<file path="src/rtl/burst_chk_pkg.sv">
package burst_chk_pkg;

  typedef enum logic [1:0] {
    CLS_SLOW     = 2'b00,
    CLS_EFF_WRAP = 2'b01,
    CLS_EFF_INCR = 2'b10
  } burst_cls_e;

  localparam logic [1:0] BT_INCR = 2'b01;
  localparam logic [1:0] BT_WRAP = 2'b10;

  localparam logic [1:0] LK_EXCL   = 2'b01;
  localparam logic [1:0] LK_LOCKED = 2'b10;

  localparam logic [2:0] FAST_SIZE = 3'd3;
  localparam logic [7:0] FAST_LEN  = 8'd3;

  localparam int FLG_STRB = 0;
  localparam int FLG_EXCL = 1;
  localparam int FLG_LOCK = 2;
  localparam int NFLG     = 3;

  function automatic burst_cls_e classify_shape(
    input logic [2:0] addr_lo,
    input logic [7:0] len,
    input logic [2:0] size,
    input logic [1:0] burst
  );
    logic geom_ok;
    geom_ok = (size == FAST_SIZE) && (len == FAST_LEN);
    if (geom_ok && burst == BT_WRAP && addr_lo == 3'b000)
      return CLS_EFF_WRAP;
    else if (geom_ok && burst == BT_INCR && addr_lo[1:0] == 2'b00)
      return CLS_EFF_INCR;
    else
      return CLS_SLOW;
  endfunction

endpackage

</file>
<file path="src/rtl/burst_chk_regs.sv">
module burst_chk_regs
  import burst_chk_pkg::*;
#(
  parameter int CNT_W = 16
) (
  input  logic            clk,
  input  logic            rst_n,
  input  logic [NFLG-1:0] ev_set,
  input  logic [1:0]      fast_inc,
  input  logic [1:0]      slow_inc,
  input  logic            st_wr_en,
  input  logic [1:0]      st_addr,
  input  logic [NFLG-1:0] st_clr_mask,
  output logic [NFLG-1:0] flags,
  output logic [31:0]     st_rdata
);

  localparam logic [CNT_W-1:0] CNT_MAX = {CNT_W{1'b1}};

  logic [CNT_W-1:0] fast_cnt, slow_cnt;
  logic [NFLG-1:0]  clr_vec;

  function automatic logic [CNT_W-1:0] sat_add(input logic [CNT_W-1:0] a,
                                               input logic [1:0] inc);
    logic [CNT_W:0] s;
    s = {1'b0, a} + {{(CNT_W-1){1'b0}}, inc};
    return s[CNT_W] ? CNT_MAX : s[CNT_W-1:0];
  endfunction

  always_comb begin
    clr_vec = (st_wr_en && st_addr == 2'd0) ? st_clr_mask : '0;
  end

  always_ff @(posedge clk) begin
    if (!rst_n) begin
      flags    <= '0;
      fast_cnt <= '0;
      slow_cnt <= '0;
    end else begin
      flags    <= (flags & ~clr_vec) | ev_set;
      fast_cnt <= sat_add(fast_cnt, fast_inc);
      slow_cnt <= sat_add(slow_cnt, slow_inc);
    end
  end

  always_comb begin
    st_rdata = '0;
    case (st_addr)
      2'd0:    st_rdata[NFLG-1:0]  = flags;
      2'd1:    st_rdata[CNT_W-1:0] = fast_cnt;
      2'd2:    st_rdata[CNT_W-1:0] = slow_cnt;
      default: st_rdata = '0;
    endcase
  end

  for (genvar gi = 0; gi < NFLG; gi++) begin : g_flag_chk
    AST_FLAG_STICKY: assert property (@(posedge clk) disable iff (!rst_n)
      (flags[gi] && !clr_vec[gi]) |=> flags[gi]);
    AST_EVENT_SETS: assert property (@(posedge clk) disable iff (!rst_n)
      ev_set[gi] |=> flags[gi]);
  end

  AST_FAST_NO_WRAP: assert property (@(posedge clk) disable iff (!rst_n)
    fast_cnt >= $past(fast_cnt));
  AST_SLOW_NO_WRAP: assert property (@(posedge clk) disable iff (!rst_n)
    slow_cnt >= $past(slow_cnt));
  AST_SLOW_SAT_HOLD: assert property (@(posedge clk) disable iff (!rst_n)
    (slow_cnt == CNT_MAX) |=> (slow_cnt == CNT_MAX));

endmodule

</file>
<file path="config.mk">
export PLATFORM = sky130hd
export DESIGN_NAME = burst_chk_regs
export DESIGN_NICKNAME = d
export VERILOG_FILES = /design/src/rtl/burst_chk_pkg.sv /design/src/rtl/burst_chk_regs.sv
export SDC_FILE = /design/constraint.sdc
export NUM_CORES = 1
export LEC_CHECK = 0
export ABC_AREA = 1
export BUFFER_PORTS_ARGS = -buffer_cell sky130_fd_sc_hd__buf_2
export CORE_ASPECT_RATIO = 1.1
export CORE_MARGIN = 2
export CORE_UTILIZATION = 39
export DETAILED_ROUTE_END_ITERATION = 6
export PLACE_DENSITY = 0.69
export SYNTH_ARGS = -nofsm -noshare
export SYNTH_HDL_FRONTEND = slang
export SYNTH_SLANG_ARGS = --single-unit
</file>
<file path="constraint.sdc">
create_clock -name clk -period 1.94 [get_ports clk]
set_clock_uncertainty 0.15 [all_clocks]
set_input_delay 0 -clock clk [delete_from_list [all_inputs] [get_ports clk]]
set_output_delay 0 -clock clk [all_outputs]
set_load 0.01 [all_outputs]
</file>
After elaboration in Yosys (flattened, before gate mapping):

Cells that the tools add are included.

* bits in registers: 35
* input bits: 15

* add/sub/neg operators: 2
* eq/ne operators: 2
* muxes and demuxes: 5
* bitwise operators: 3
* reduce and logical (&&, ||, !) cells: 2

Operators by type and width (number)
* adder 16 x 2 -> 17 bit: 2
* 2-to-1 mux 16 bit: 2
* case mux 13 bit (2 select lines): 1
* case mux 3 bit (3 select lines): 1
* bitwise AND 3 bit: 1
* 2-to-1 mux 3 bit: 1
* NOT 3 bit: 1
* OR 3 bit: 1
* equality test 2 x 1 -> 1 bit, second input constant: 1
* equality test 2 bit, second input constant: 1
* zero test 2 bit: 1
* logical AND 1 bit: 1

Logic depth before layout (Yosys ltp):

* word-level depth: 6
* depth in mapped cells: 11

Worst setup path before layout:

No wires, ideal clock.

* path kind: register -> register
* start: register fast_cnt[0]
* end: register fast_cnt[3]
* setup time: 0.069 ns
* arrival time: 1.684 ns
* path slack: 0.037 ns
* cell stages (with the launch flop): 10
* cell sequence: dfxtp_1 > ha_1 > inv_1 > fa_1 > inv_1 > nand3_2 > nor2_4 > nand4_4 > buf_6 > a21oi_2

* word-level cells in the longest chain between the ends: 2

Ends and longest elaborated chain
* start: declaration: RTL line burst_chk_regs.sv:20 `logic [CNT_W-1:0] fast_cnt, slow_cnt;`
* start signal: assignment: RTL line burst_chk_regs.sv:41 `fast_cnt <= sat_add(fast_cnt, fast_inc);`
* adder 16 x 2 -> 17 bit: RTL line burst_chk_regs.sv:26 `s = {1'b0, a} + {{(CNT_W-1){1'b0}}, inc};`
* 2-to-1 mux 16 bit: RTL line burst_chk_regs.sv:27 `return s[CNT_W] ? CNT_MAX : s[CNT_W-1:0];`

Every way passes these cells.
A chain may end at the register's enable or synchronous reset.

Worst setup path after layout:

* start: register fast_cnt[0]
* end: register fast_cnt[11]

The elaborated chain is that of the path after synthesis.

==> qor.tcl <==
set qor(clock_pin_slew_of_the_registers_on_the_worst_case_setup_and_hold_paths_ns) 0.07
set qor(period_share_pct) 94.53
set qor(timing.fmax_mhz) 545.3
set qor(max-cap-violations) 0
set qor(min_path_type) {input port to flip-flop}
set qor(worst-path-stages) 11
set qor(antenna_found_initial) 0
set qor(die_area_sq_mm) 0.006720
set qor(critPathArrivalTime_ns) 1.91
set qor(crit_path_end_kind) {flip-flop}
set qor(run_status) {complete, no violations}
set qor(min_period_ns) 1.834
set qor(leakage_nw) 1.324
set qor(root_buffer) {sky130_fd_sc_hd__clkbuf_8}
set qor(final_layout_size_suffix_gt1_share_pct) 20.82
set qor(cts.sink_count) 35
set qor(synth_area_leader_cell) {sky130_fd_sc_hd__dfxtp_1}
set qor(synthDistinctLibCells) 27
set qor(holdPathStages) 4
set qor(crit_start_category) {flip-flop}
set qor(worst_path_dominant_cell_family) {adder cells}
set qor(worst_skew_pair.late_latency_ns) 0.28
set qor(timing_worst_setup_path_type) {flip-flop to flip-flop}
set qor(yosys.area.top_type_share_pct) 29.55
set qor(grt_pass1_vias) 2215
set qor(globalRoute.totalOverflow) 0
set qor(worst_setup_path_endpoint) {fast_cnt[11]$_SDFF_PN0_}
set qor(dieHeight_microns) 85.78
set qor(dp.cells) 473
set qor(placement_rows) 29
set qor(coreArea_sq_mm) 0.005806
set qor(nets) 438
set qor(clock_tree.htree_level_count) 2
set qor(totalWireLength_microns) 5553
set qor(initialDrtViolationCount) 78
set qor(worst-slew-pin-transition_ns) 0.5391
set qor(grt_setup_unrepaired) {yes}
set qor(routed_wire_per_std_cell_microns) 11.33
set qor(max-vdd-ir-drop_uv) 291.2
set qor(register_area_sq_um) 703.2
set qor(synth-warning-count) 0
set qor(final-max-slew-violation-count) 0
set qor(worst-endpoint-required_ns) 2.02
set qor(slowest_delay_ns) 0.36
set qor(timing.critical_path.mode_cell) {sky130_fd_sc_hd__inv_2}
set qor(top_level_ports) 50
set qor(yosys_register_bits) 35
set qor(start_util_pct) 40.84
set qor(num-fill-cells) 619
set qor(detail-route-antenna-nets) 0
set qor(die_width_microns) 78.34
set qor(slew-limit-headroom_pct) 64.06
set qor(numCtsBuffers) 5
set qor(dr.pass1.iters) 4
set qor(vias_per_cell) 4.714
set qor(final-setup-viol-count) 0
set qor(path_cells) {ha_4 > inv_2 > fa_2 > inv_2 > nand3_4 > nor2_4 > nand4_4 > buf_6 > nand3_1 > nand2_1 > inv_1}
set qor(hpwl_microns) 4143
set qor(power_density_mw_per_mm2) 536.6
set qor(yosys-top-cells-area) {sky130_fd_sc_hd__dfxtp_1, sky130_fd_sc_hd__nand2_1, sky130_fd_sc_hd__inv_1}
set qor(globalplace.congestion) 0.8561
set qor(synthCells) 362
set qor(timing.critical_path.buf_inv) 4
set qor(timing.setup.tns_ns) 0
set qor(multiInputGateArea_sq_mm) 0.001439
set qor(route.vias.total) 2310
set qor(remaining_drc_errors) 0
set qor(portBuffers) 33
set qor(rrSetupSlack_ns) 0.11
set qor(area_growth_pct) 21.42
set qor(syn_area_per_cell_sq_um) 6.550
set qor(syn-cell-area_sq_mm) 0.002371
set qor(critical_path.max_fanout) 5
set qor(rr_startpoint) {fast_cnt[0]$_SDFF_PN0_}
set qor(grt_start_max_net_pins) 17
set qor(mostFrequentLayoutCell) {sky130_fd_sc_hd__nand2_1}
set qor(cts_tree) {done}
set qor(timing.critical_path.slowest_stage_cell) {sky130_fd_sc_hd__dfxtp_2}
set qor(total_power_mw) 1.545
set qor(final_cell_mix) {sky130_fd_sc_hd__nand2_1, sky130_fd_sc_hd__inv_1, sky130_fd_sc_hd__dfxtp_1}
set qor(worst_r2r_path_depth) 11
set qor(cts.path.max_buffers) 2
set qor(number_of_endpoints_with_negative_hold_slack_in_the_final_report) 0
set qor(worstSetupStartpoint) {fast_cnt[0]$_SDFF_PN0_}
set qor(fin_cells) 490
set qor(capturing_point_of_the_worst_reg2reg_path) {fast_cnt[11]$_SDFF_PN0_}
set qor(antenna-diode-count) 0
set qor(grt_pass1_wl_microns) 9570
set qor(yosysSeqAreaShare_pct) 29.55
set qor(grt_util_all_layers_pct) 17.36
[metal layers]
layer / global-route usage, % / part of all wire, % / vias up
li1: - / - / 1195
met1: 22.16 / 47 / 1048
met2: 28.76 / 46 / 59
met3: 3.158 / 5.6 / 8
met4: 7.496 / 1.7 / 0
met5: 0 / 0 / -
[worst register-to-register path: cells and delay by family, from the launching register on]
family        cells  cell delay (ns)
fa+ha+maj         2             0.50
simple gates      5             0.48
flops             1             0.36
buf+inv           4             0.32
[cells in the mapped netlist (all sizes together)]
master	count
a21oi	38
buf	19
clkbuf	7
conb	1
dfxtp	35
fa	2
ha	8
inv	49
nand2	116
nand3	28
nand3b	1
nand4	6
nor2	30
nor3	1
o21ai	6
o21bai	3
xnor2	2
xor2	10
[sequential cells by signal (all words and copies together) (netlist names)]
name	count
flags	3
slow_cnt	16
fast_cnt	16
[final cells by class]
| type | count | area share [%] |
|---|---|---|
| well taps | 77 | 3.346 |
| clock buffers | 6 | 2.868 |
| repair buffers | 55 | 12.82 |
| clock inverters | 1 | 0.1738 |
| flip-flops and latches | 35 | 24.42 |
| multi-input cells | 267 | 49.98 |
| inverters | 49 | 6.389 |
[kinds of logic (layout without fill, tap and decap cells)]
| family | after synthesis | count (layout) | share of synthesized area, % |
|---|---|---|---|
| adder cells (fa/ha/maj) | 10 | 10 | 5.911 |
| AND/OR/NAND/NOR | 182 | 182 | 33.83 |
| flip-flops | 35 | 35 | 29.55 |
| XOR/XNOR | 12 | 12 | 4.433 |
| buffers and inverters | 75 | 111 | 14.93 |
| AO/OA/AOI/OAI | 47 | 47 | 11.19 |
| other | 1 | 16 | 0.1582 |
[power by group]
group / internal, mW / leakage (nW) / switching (mW)
clock: 0.279 / 0.0470 / 0.256
combinational: 0.103 / 0.992 / 0.128
sequential: 0.745 / 0.285 / 0.0349
[stage by stage]
stage / hold slack [ns] / worst slack [ns] / instance area [sq um] / utilization, %
after floorplan: -0.03257 / 0.03720 / 2427 / -
after global placement: 0.05610 / 0.04745 / 2609 / 44.94
after detailed placement: 0.06788 / -0.03110 / 2609 / 44.94
after CTS: 0.006000 / 0.002634 / 2800 / 48.23
after global routing: 0.06396 / -0.01921 / 2879 / 49.59
final: 0.05259 / 0.1062 / 2879 / 49.59
[worst min path at each step]
| stage | startpoint | endpoint | slack, ns |
|---|---|---|---|
| 5_1_grt | fast_inc[1] | fast_cnt[1]$_SDFF_PN0_ | 0.06 |
| 3_3_place_gp | ev_set[2] | flags[2]$_SDFF_PN0_ | 0.06 |
| 3_5_place_dp | ev_set[1] | flags[1]$_SDFF_PN0_ | 0.07 |
| 6_report | fast_inc[1] | fast_cnt[1]$_SDFF_PN0_ | 0.05 |
| 4_1_cts | slow_inc[1] | slow_cnt[1]$_SDFF_PN0_ | 0.006 |
| 2_1_floorplan | ev_set[0] | flags[0]$_SDFF_PN0_ | -0.03 |
[what timing repair did]
action,CTS,global route
hold endpoints to repair,15,0
hold buffers,9,0
pin swaps,0,4
cloned,0,0
resized for setup,2,20
endpoints found under the setup margin,7,24
setup buffers,0,2
Note: power is estimated with default switching activity, not from simulation.
